### src/rtl/asp_pkg.sv
package asp_pkg;
  localparam int REG_W = 16;
  localparam logic [1:0] ADDR_DATA = 2'd0;
  localparam logic [1:0] ADDR_CTRL = 2'd1;
  localparam logic [1:0] ADDR_DIV  = 2'd2;

  // control bit positions (decoded by software, therefore fixed)
  localparam int CB_BREAK = 14;
  localparam int CB_CLR   = 6;
  localparam int CB_RXIE  = 5;
  localparam int CB_TXIE  = 4;
  localparam int CB_RXINV = 3;
  localparam int CB_TXINV = 2;
  localparam int CB_PAREN = 1;
  localparam int CB_ODD   = 0;

  typedef struct packed {
    logic brk;
    logic rxie;
    logic txie;
    logic rxinv;
    logic txinv;
    logic paren;
    logic odd;
  } ctrl_t;

  typedef enum logic [2:0] {
    RX_IDLE, RX_START, RX_DATA, RX_PAR, RX_STOP, RX_HOLD
  } rx_state_e;
endpackage

### src/rtl/asp_sync.sv
module asp_sync #(
  parameter int   STAGES  = 2,
  parameter logic RST_VAL = 1'b1
) (
  input  logic clk,
  input  logic rst_n,
  input  logic d,
  output logic q
);
  logic [STAGES-1:0] s_q;

  generate
    for (genvar i = 0; i < STAGES; i++) begin : g_stage
      if (i == 0) begin : g_first
        always_ff @(posedge clk or negedge rst_n)
          if (!rst_n) s_q[0] <= RST_VAL;
          else        s_q[0] <= d;
      end else begin : g_next
        always_ff @(posedge clk or negedge rst_n)
          if (!rst_n) s_q[i] <= RST_VAL;
          else        s_q[i] <= s_q[i-1];
      end
    end
  endgenerate

  assign q = s_q[STAGES-1];
endmodule

### src/rtl/asp_tx.sv
module asp_tx #(
  parameter int DATA_W = 8,
  parameter int DIV_W  = 16
) (
  input  logic              clk,
  input  logic              rst_n,
  input  logic              load,
  input  logic [DATA_W-1:0] din,
  input  logic              paren,
  input  logic              odd,
  input  logic [DIV_W-1:0]  div,
  input  logic              brk,
  input  logic              txinv,
  output logic              busy,
  output logic              tx_o
);
  localparam int FRAME_MAX = DATA_W + 3;
  localparam int IDX_W     = $clog2(FRAME_MAX + 1);
  localparam logic [IDX_W-1:0] LAST_PAR  = IDX_W'(DATA_W + 2);
  localparam logic [IDX_W-1:0] LAST_NPAR = IDX_W'(DATA_W + 1);

  logic [FRAME_MAX-1:0] frame_q, frame_d;
  logic [IDX_W-1:0]     idx_q, idx_d, last_q, last_d;
  logic [DIV_W-1:0]     cnt_q, cnt_d;
  logic                 busy_q, busy_d;
  logic                 par_bit, line;

  assign par_bit = (^din) ^ odd;

  always_comb begin
    frame_d = frame_q;
    idx_d   = idx_q;
    last_d  = last_q;
    cnt_d   = cnt_q;
    busy_d  = busy_q;
    if (!busy_q) begin
      if (load) begin
        busy_d  = 1'b1;
        idx_d   = '0;
        cnt_d   = div;
        frame_d = paren ? {1'b1, par_bit, din, 1'b0} : {2'b11, din, 1'b0};
        last_d  = paren ? LAST_PAR : LAST_NPAR;
      end
    end else if (cnt_q == '0) begin
      if (idx_q == last_q) begin
        busy_d = 1'b0;
      end else begin
        idx_d = idx_q + 1'b1;
        cnt_d = div;
      end
    end else begin
      cnt_d = cnt_q - 1'b1;
    end
  end

  always_ff @(posedge clk or negedge rst_n) begin
    if (!rst_n) begin
      frame_q <= '1;
      idx_q   <= '0;
      last_q  <= '0;
      cnt_q   <= '0;
      busy_q  <= 1'b0;
    end else begin
      frame_q <= frame_d;
      idx_q   <= idx_d;
      last_q  <= last_d;
      cnt_q   <= cnt_d;
      busy_q  <= busy_d;
    end
  end

  assign line = busy_q ? frame_q[idx_q] : 1'b1;
  assign tx_o = (brk ? 1'b0 : line) ^ txinv;
  assign busy = busy_q;
endmodule

### src/rtl/asp_rx.sv
module asp_rx
  import asp_pkg::*;
#(
  parameter int DATA_W = 8,
  parameter int DIV_W  = 16
) (
  input  logic              clk,
  input  logic              rst_n,
  input  logic              rx_l,
  input  logic [DIV_W-1:0]  div,
  input  logic              paren,
  input  logic              odd,
  input  logic              rd_ack,
  input  logic              clr_err,
  output logic [DATA_W-1:0] data_o,
  output logic              rbf_o,
  output logic              pe_o,
  output logic              fe_o,
  output logic              oe_o
);
  localparam int IDX_W = $clog2(DATA_W);
  localparam logic [IDX_W-1:0] IDX_LAST = IDX_W'(DATA_W - 1);

  rx_state_e         st_q, st_d;
  logic [DIV_W-1:0]  cnt_q, cnt_d;
  logic [IDX_W-1:0]  idx_q, idx_d;
  logic [DATA_W-1:0] sh_q, sh_d, data_q, data_d;
  logic              pbad_q, pbad_d;
  logic              rbf_q, rbf_d, pe_q, pe_d, fe_q, fe_d, oe_q, oe_d;
  logic              commit, ferr;

  always_comb begin
    st_d   = st_q;
    cnt_d  = cnt_q;
    idx_d  = idx_q;
    sh_d   = sh_q;
    pbad_d = pbad_q;
    commit = 1'b0;
    ferr   = 1'b0;
    unique case (st_q)
      RX_IDLE: begin
        if (!rx_l) begin
          st_d  = RX_START;
          cnt_d = div >> 1;
        end
      end
      RX_START: begin
        if (cnt_q != '0)  cnt_d = cnt_q - 1'b1;
        else if (!rx_l) begin
          st_d   = RX_DATA;
          cnt_d  = div;
          idx_d  = '0;
          pbad_d = 1'b0;
        end else st_d = RX_IDLE;
      end
      RX_DATA: begin
        if (cnt_q != '0) cnt_d = cnt_q - 1'b1;
        else begin
          sh_d  = {rx_l, sh_q[DATA_W-1:1]};
          cnt_d = div;
          if (idx_q == IDX_LAST) st_d = paren ? RX_PAR : RX_STOP;
          else                   idx_d = idx_q + 1'b1;
        end
      end
      RX_PAR: begin
        if (cnt_q != '0) cnt_d = cnt_q - 1'b1;
        else begin
          pbad_d = rx_l ^ (^sh_q) ^ odd;
          cnt_d  = div;
          st_d   = RX_STOP;
        end
      end
      RX_STOP: begin
        if (cnt_q != '0) cnt_d = cnt_q - 1'b1;
        else begin
          commit = 1'b1;
          ferr   = !rx_l;
          st_d   = rx_l ? RX_IDLE : RX_HOLD;
        end
      end
      RX_HOLD: begin
        if (rx_l) st_d = RX_IDLE;
      end
      default: st_d = RX_IDLE;
    endcase
  end

  always_comb begin
    data_d = data_q;
    rbf_d  = rbf_q & ~rd_ack;
    oe_d   = oe_q & ~clr_err;
    fe_d   = fe_q & ~clr_err;
    pe_d   = pe_q & ~clr_err;
    if (commit) begin
      if (rbf_q) oe_d = 1'b1;
      else begin
        data_d = sh_q;
        rbf_d  = 1'b1;
      end
      if (ferr)   fe_d = 1'b1;
      if (pbad_q) pe_d = 1'b1;
    end
  end

  always_ff @(posedge clk or negedge rst_n) begin
    if (!rst_n) begin
      st_q   <= RX_IDLE;
      cnt_q  <= '0;
      idx_q  <= '0;
      sh_q   <= '0;
      pbad_q <= 1'b0;
      data_q <= '0;
      rbf_q  <= 1'b0;
      pe_q   <= 1'b0;
      fe_q   <= 1'b0;
      oe_q   <= 1'b0;
    end else begin
      st_q   <= st_d;
      cnt_q  <= cnt_d;
      idx_q  <= idx_d;
      sh_q   <= sh_d;
      pbad_q <= pbad_d;
      data_q <= data_d;
      rbf_q  <= rbf_d;
      pe_q   <= pe_d;
      fe_q   <= fe_d;
      oe_q   <= oe_d;
    end
  end

  assign data_o = data_q;
  assign rbf_o  = rbf_q;
  assign pe_o   = pe_q;
  assign fe_o   = fe_q;
  assign oe_o   = oe_q;
endmodule

### src/rtl/async_serial_port.sv
module async_serial_port
  import asp_pkg::*;
#(
  parameter int          DATA_W      = 8,
  parameter int          DIV_W       = 16,
  parameter int          SYNC_STAGES = 2,
  parameter logic [15:0] DIV_RESET   = 16'd15
) (
  input  logic        clk,
  input  logic        rst_n,
  input  logic        reg_wr,
  input  logic        reg_rd,
  input  logic [1:0]  reg_addr,
  input  logic [15:0] reg_wdata,
  output logic [15:0] reg_rdata,
  input  logic        rx_i,
  output logic        tx_o,
  output logic        irq_o
);
  ctrl_t             ctrl_q, ctrl_d;
  logic [DIV_W-1:0]  div_q, div_d;
  logic              wr_data, wr_ctrl, wr_div, rd_data, clr_err;
  logic              tx_busy, rx_s, rx_l;
  logic [DATA_W-1:0] rx_data;
  logic              rx_rbf, rx_pe, rx_fe, rx_oe;
  logic [REG_W-1:0]  status;

  assign wr_data = reg_wr && (reg_addr == ADDR_DATA);
  assign wr_ctrl = reg_wr && (reg_addr == ADDR_CTRL);
  assign wr_div  = reg_wr && (reg_addr == ADDR_DIV);
  assign rd_data = reg_rd && (reg_addr == ADDR_DATA);
  assign clr_err = wr_ctrl && reg_wdata[CB_CLR];

  always_comb begin
    ctrl_d = ctrl_q;
    div_d  = div_q;
    if (wr_ctrl) begin
      ctrl_d.brk   = reg_wdata[CB_BREAK];
      ctrl_d.rxie  = reg_wdata[CB_RXIE];
      ctrl_d.txie  = reg_wdata[CB_TXIE];
      ctrl_d.rxinv = reg_wdata[CB_RXINV];
      ctrl_d.txinv = reg_wdata[CB_TXINV];
      ctrl_d.paren = reg_wdata[CB_PAREN];
      ctrl_d.odd   = reg_wdata[CB_ODD];
    end
    if (wr_div) div_d = reg_wdata[DIV_W-1:0];
  end

  always_ff @(posedge clk or negedge rst_n) begin
    if (!rst_n) begin
      ctrl_q <= '0;
      div_q  <= DIV_W'(DIV_RESET);
    end else begin
      ctrl_q <= ctrl_d;
      div_q  <= div_d;
    end
  end

  asp_sync #(.STAGES(SYNC_STAGES), .RST_VAL(1'b1)) i_sync (
    .clk(clk), .rst_n(rst_n), .d(rx_i), .q(rx_s)
  );

  assign rx_l = rx_s ^ ctrl_q.rxinv;

  asp_tx #(.DATA_W(DATA_W), .DIV_W(DIV_W)) i_tx (
    .clk(clk), .rst_n(rst_n), .load(wr_data), .din(reg_wdata[DATA_W-1:0]),
    .paren(ctrl_q.paren), .odd(ctrl_q.odd), .div(div_q), .brk(ctrl_q.brk),
    .txinv(ctrl_q.txinv), .busy(tx_busy), .tx_o(tx_o)
  );

  asp_rx #(.DATA_W(DATA_W), .DIV_W(DIV_W)) i_rx (
    .clk(clk), .rst_n(rst_n), .rx_l(rx_l), .div(div_q),
    .paren(ctrl_q.paren), .odd(ctrl_q.odd), .rd_ack(rd_data), .clr_err(clr_err),
    .data_o(rx_data), .rbf_o(rx_rbf), .pe_o(rx_pe), .fe_o(rx_fe), .oe_o(rx_oe)
  );

  always_comb begin
    status     = '0;
    status[15] = rx_pe | rx_fe | rx_oe;
    status[14] = ctrl_q.brk;
    status[13] = rx_s;
    status[11] = rx_oe;
    status[10] = rx_fe;
    status[9]  = rx_pe;
    status[8]  = !tx_busy;
    status[7]  = rx_rbf;
    status[5]  = ctrl_q.rxie;
    status[4]  = ctrl_q.txie;
    status[3]  = ctrl_q.rxinv;
    status[2]  = ctrl_q.txinv;
    status[1]  = ctrl_q.paren;
    status[0]  = ctrl_q.odd;
  end

  always_comb begin
    unique case (reg_addr)
      ADDR_DATA: reg_rdata = REG_W'(rx_data);
      ADDR_CTRL: reg_rdata = status;
      ADDR_DIV:  reg_rdata = REG_W'(div_q);
      default:   reg_rdata = '0;
    endcase
  end

  assign irq_o = (ctrl_q.rxie & rx_rbf) | (ctrl_q.txie & ~tx_busy);
endmodule

### config.mk
export PLATFORM = sky130hd
export DESIGN_NAME = async_serial_port
export DESIGN_NICKNAME = d
export VERILOG_FILES = /design/src/rtl/asp_pkg.sv /design/src/rtl/asp_sync.sv /design/src/rtl/asp_tx.sv /design/src/rtl/asp_rx.sv /design/src/rtl/async_serial_port.sv
export SDC_FILE = /design/constraint.sdc
export NUM_CORES = 1
export LEC_CHECK = 0
export ABC_AREA = 1
export CAP_MARGIN = 5
export CELL_PAD_IN_SITES_DETAIL_PLACEMENT = 0
export CELL_PAD_IN_SITES_GLOBAL_PLACEMENT = 1
export CORE_MARGIN = 2
export CORE_UTILIZATION = 47
export DETAILED_ROUTE_END_ITERATION = 10
export DONT_BUFFER_PORTS = 1
export PLACE_DENSITY = 0.8
export SYNTH_ARGS = -nofsm -noshare
export SYNTH_HDL_FRONTEND = slang
export SYNTH_SLANG_ARGS = --single-unit
### constraint.sdc
create_clock -name clk -period 2.1 [get_ports clk]
set_clock_uncertainty 0.2 [all_clocks]
set_input_delay 0 -clock clk [delete_from_list [all_inputs] [get_ports clk]]
set_output_delay 0 -clock clk [all_outputs]
set_load 0.01 [all_outputs]
* Word-level counts from Yosys, hierarchy flattened
Index checks and enable logic that the tools add are counted.
** Word-level totals
- Bits in registers :: 104
- Latch bits :: 0
- Bits in writable memories :: 0
- Memory bits (read-only) :: 0
- Input port bits :: 23
- Output and inout bits :: 18
- Word-level logic and storage cells :: 156
- Memories kept :: 0
** Cells by class
- Add/subtract/negate cells :: 4
- $mul :: 0
- Div/mod/pow operators :: 0
- $lt $le $gt $ge :: 1
- Equality and inequality tests :: 23
- Shifts and indexed selects :: 0
- Multiplexer cells :: 57
- Bitwise gates (word level) :: 19
- Reductions and logical operators :: 27
** Operators with widths (count)
- $mux W16 :: 9
- $pmux W16 S4 :: 1
- $pmux W16 S3 :: 1
- $mux W3 :: 13
- $sub A16 B1 Y16 const B :: 2
- $mux W1 :: 22
- $ne A2 B2 Y1 const B :: 9
- $pmux W3 S6 :: 1
- $logic_not A16 Y1 :: 1
- $mux W4 :: 4
- $reduce_bool A16 Y1 :: 1
- $reduce_xor A8 Y1 :: 2
- $mux W10 :: 1
- $eq A3 B3 Y1 const B :: 3
- $reduce_and A2 Y1 :: 4
- $reduce_and A4 Y1 :: 2
- $reduce_and A7 Y1 :: 1
- $and A1 B1 Y1 :: 6
- $eq A3 B2 Y1 const B :: 2
- $ne A2 B1 Y1 const B :: 3
- $ne A3 B3 Y1 const B :: 2
- $pmux W3 S2 :: 1
- $reduce_bool A2 Y1 :: 3
- $logic_and A1 B1 Y1 :: 5
- 20 further kinds :: 32

* Depth between registers and ports, before layout
- Depth in word-level cells :: 7
- Gate-level depth with buffers :: 13
- Mapped depth without buffers :: 12

* Hierarchy
A second synthesis with hierarchy kept.
** Unflattened totals
- Cells, all modules :: 959
- Area, all modules :: 6780.3 um^2
** By module, submodules not included
- asp_rx :: times used 1, cells each 417, area an instance 2979.1 um^2, seq. area each 1076.0 um^2
- asp_tx :: times used 1, cells each 361, area an instance 2399.8 um^2, seq. area each 863.3 um^2
- async_serial_port :: times used 1, cells each 179, area an instance 1348.8 um^2, seq. area each 580.6 um^2
- asp_sync :: times used 1, cells each 2, area an instance 52.6 um^2, seq. area each 52.6 um^2

* Worst setup path before layout
OpenSTA, ideal clock, no wires.
- Kind :: reg2reg
- From :: register i_rx.cnt_q[0]
- To :: register i_rx.data_q[6] (netlist: i_rx.data_o[6])
- Setup time :: 0.117 ns
- Arrival time :: 1.576 ns
- Data required time :: 1.783 ns
- Setup slack :: 0.207 ns
- Cell stages (with the launch flop) :: 11
- Path buffers :: 1
- Clock period less this slack :: 1.893 ns
- Path through :: dfrtp_1 inv_1 ha_1 nand3_2 nor3_4 nand2_4 nor2_4 nand2_4 buf_6 nand2_2 o21ai_2
** Between the ends
- Word-level cells in the longest chain between the ends :: 4
** RTL lines
- from (decl) :: line asp_rx.sv:25 : logic [DIV_W-1:0] cnt_q, cnt_d;
- from (signal assigned) :: line asp_rx.sv:119 : cnt_q <= cnt_d;
- $reduce_bool A16 Y1 :: line asp_rx.sv:74 : if (cnt_q != '0) cnt_d = cnt_q - 1'b1;
- $mux W1 :: line asp_rx.sv:74
- $mux W1 :: line asp_rx.sv:40 : unique case (st_q)
- $reduce_and A2 Y1 (no source line)
- to (signal assigned) :: line asp_rx.sv:123 : data_q <= data_d;
- to (decl) :: line asp_rx.sv:27 : logic [DATA_W-1:0] sh_q, sh_d, data_q, data_d;
No other way between the ends.
A chain may end at the register's enable or synchronous reset.

* Worst setup path after layout
- From :: input reg_wr
- To :: register ctrl_q[6] in the netlist's numbering
** Between the ends
- Word-level cells in the longest chain between the ends :: 1
** RTL lines
- from (decl) :: line async_serial_port.sv:11 : input logic reg_wr,
- $logic_and A1 B1 Y1 :: line async_serial_port.sv:29 : assign wr_ctrl = reg_wr && (reg_addr == ADDR_CTRL);
- to (signal assigned) :: line async_serial_port.sv:54 : ctrl_q <= ctrl_d;
- to (decl) :: line async_serial_port.sv:20 : ctrl_t ctrl_q, ctrl_d;
No other way between the ends.

==> metrics.md <==
| Metric | Value |
|---|---|
| Design Area, Final | `7290 µm²` |
| Die Wd | `119 µm` |
| RR Endpoint | `i_rx.data_o[4]` |
| Sequential area share after synthesis | `41.0%` |
| Synthesized area per cell | `7.21 µm²` |
| Share of cells above drive strength 1 | `11.7%` |
| Initial antenna violation count | `0` |
| Crit path from | `reg_wr` |
| Final worst-path cycle share | `95.2%` |
| Routed via count | `5866` |
| Placed cell area | `6570 µm²` |
| Arr. time, crit path | `2.04 ns` |
| M2 GR Usage | `41.8%` |
| Post-synth EDFFs | `0` |
| Stages on worst setup path | `7` |
| Cells on worst reg2reg path | `9` |
| CP dominant cell by count | `dlygate4sd3_1` |
| First-pass GRT wire length | `28800 µm` |
| Setup Viol. Count Final | `0` |
| Overall Global Routing Usage | `25.8%` |
| Fin nets | `949` |
| CTS tree | `yes` |
| Maximum clock path buffer count | `2` |
| Max_cap viols | `0` |
| CTS Root Cell | `clkbuf_16` |
| Die area | `14300 µm²` |
| P_int | `4.73 mW` |
| Die Span Y | `119 µm` |
| Setup crit end kind | `flip-flop` |
| Row cnt | `42` |
| Status | `finished, violations left` |
| PortBufs | `0` |
| Max frequency | `500 MHz` |
| Violated checks | `hold timing` |
| VDD IR-drop max | `0.704 mV` |
| Buffers and inverters on the worst path | `4` |
| CP Launch Type | `primary input` |
| Part of the power in combinational logic | `41.5%` |
| NetSw | `3.46 mW` |
| Routed WL | `17500 µm` |
| Worst-Margin Slew | `0.582 ns` |
| WHS | `-0.871 ns` |
| Area Overhead vs Synth | `16.3%` |
| Min-delay worst type | `primary input to asynchronous set/reset pin` |
| #FFs+latches synth | `102` |
| Starting Density | `47.7%` |
| Total power | `8.19 mW` |
| IO Count | `41` |
| Yosys warnings | `0` |
| Mapped cell area | `6270 µm²` |
| Crit path cell chain | `dlygate4sd3_1 -> inv_1 -> nor2_4 -> nand2_1 -> dlygate4sd3_1 -> o21ai_0 -> dlygate4sd3_1` |
| H-Tree Depth | `3` |
| Largest delay share family, worst path | `buffers and inverters` |
| Antenna-violating nets left | `0` |
| Hold Buf Count CTS | `36` |
| DP HPWL | `12800 µm` |
| Crit Path Max Fanout | `4` |
| TritonRoute pass-1 iters | `4` |
| Clock sinks | `102` |
| DR vias/cell | `5.33` |
| Antenna diode count | `0` |
| Count of final max-slew check failures | `0` |
| Met3 Track Usage GR | `4.98%` |
| Synth Flop Type | `dfrtp_1` |
| TritonCTS buffer count | `9` |
| Core area | `13100 µm²` |
| Setup TNS | `0 ns` |
| RR Startpoint | `i_rx.cnt_q[0]` |
| Most frequent cells in the layout | `nand2_1 (282), inv_1 (104), dfrtp_1 (84)` |
| RSZ-0062 raised after global routing | `true` |
| Commonest non-fill, non-tap cell in the layout | `nand2_1` |
| Crit path to | `ctrl_q[6]` |
| Sequential Power Share | `35.6%` |
| PD cells | `1120 nW/µm²` |
| Hold Fails Final Rpt | `102` |
| Ys async rst share | `100%` |
| DRT iter0 DRCs | `437` |
| GR Layer Usage met1 | `35.3%` |
| Leak | `3.54 nW` |
| Slowest CP cell | `dlygate4sd3_1` |
| Final min period | `2.00 ns` |
| Mapped Cells | `869` |
| Vias in the first global route | `5634` |
| Switching Share | `42.2%` |
| Largest net degree at the start of global routing | `103` |
| Max transition margin | `61.2%` |
| Crit Path Class | `primary input to flip-flop` |
| Critical Path RT | `2.14 ns` |
| Gpl congestion | `0.938` |
| CTS clk-pin slew, worst paths | `0.07 ns` |
| Worst path max stage delay | `0.56 ns` |
| Worst-Skew Late Latency | `0.36 ns` |
| Clock power share | `23.0%` |
| Grt peak-use layer | `met2` |
| Syn nets | `898` |
| Drc violations | `0` |
| Distinct cells, synth | `47` |
| R2R setup slack | `0.13 ns` |
| Grt total ovfl | `0` |
| Post-DR wirelength/cell | `15.9 µm` |
per-stage QoR:
stage,cells,util [%],worst slack [ns]
after global placement,1048,50.0,0.0992
final,1101,55.5,0.101
after detailed placement,1048,50.0,0.0456
after floorplan,869,-,0.207
after global routing,1101,55.5,-0.00870
after CTS,1100,55.2,0.0251
registers in the layout (all words and copies together), names as in the netlist, 3 cells and up:
signal        cells
ctrl_q            7
div_q            16
i_rx.cnt_q       16
i_rx.data_o       8
i_rx.idx_q        3
i_rx.sh_q         8
i_rx.st_q         3
i_tx.cnt_q       16
i_tx.frame_q     10
i_tx.idx_q        4
i_tx.last_q       3
synth_stat cells, drive strengths merged (7+ instances only):
cell,count,area [µm²]
nand2,293,1160
dfstp,16,420
xor2,16,140
inv,110,425
o211ai,12,90.1
nand4,8,50.1
nand3,58,300
nor3,10,66.3
clkbuf,7,26.3
buf,15,97.6
o21ai,87,465
dfrtp,86,2150
a21oi,15,75.1
nor2,90,413
xnor2,8,77.6
power groups by stage:
stage	logic, mW	registers [mW]	clock network, mW
after global placement	3.20	2.92	0
after global routing	3.85	2.97	1.99
after detailed placement	3.26	2.92	0
after CTS	3.34	2.89	1.92
after floorplan	2.50	2.80	0
final	3.40	2.91	1.88
area by class of cell:
type / count / area [µm²]
Timing Repair Buffer: 62 / 572
Tap cell: 176 / 220
Multi-Input combinational cell: 632 / 3160
Clock buffer: 9 / 225
Fill cell: 1292 / 5840
Inverter: 113 / 440
Clock inverter: 7 / 103
Sequential cell: 102 / 2570
cells by family after synthesis:
family	share of synthesized area (%)
fa+ha+maj	1.20
xor+xnor	3.47
buf+inv	8.94
flops	41.0
compound gates	13.1
simple gates	32.2
what timing repair did:
action                                 CTS  global route
gates resized for setup                  0            12
setup endpoints to repair                0            30
endpoints found under the hold margin  140           102
setup buffers                            0             1
worst reg2reg max path, cell delays in order, from the launching register on:
cell and delay (ns):
dfrtp_1 0.41, inv_1 0.09, ha_2 0.24, nand3_2 0.15, nor3_4 0.19, nand2_4 0.11, nor2_4 0.13, nand2_4 0.16
nand2_1 0.13, o21ai_2 0.05
how the worst min path moves through the flow:
| stage | endpoint | slack, ns | depth (start not counted) |
|---|---|---|---|
| final | i_tx.cnt_q[12] | -0.87 | 0 |
| after global routing | i_tx.cnt_q[4] | -0.89 | 0 |
| after CTS | i_tx.cnt_q[13] | -0.88 | 0 |
| after detailed placement | i_tx.cnt_q[12] | -0.49 | 0 |
| after global placement | i_tx.cnt_q[13] | -0.49 | 0 |
| after floorplan | ctrl_q[0] | -0.50 | 0 |
per-layer routing:
| layer | routed length [µm] | vias to the layer above |
|---|---|---|
| met5 | 0 | - |
| met2 | 8160 | 160 |
| met3 | 1020 | 18 |
| met1 | 8010 | 2812 |
| li1 | - | 2876 |
| met4 | 298 | 0 |
Power figures use the tool's default switching activity.
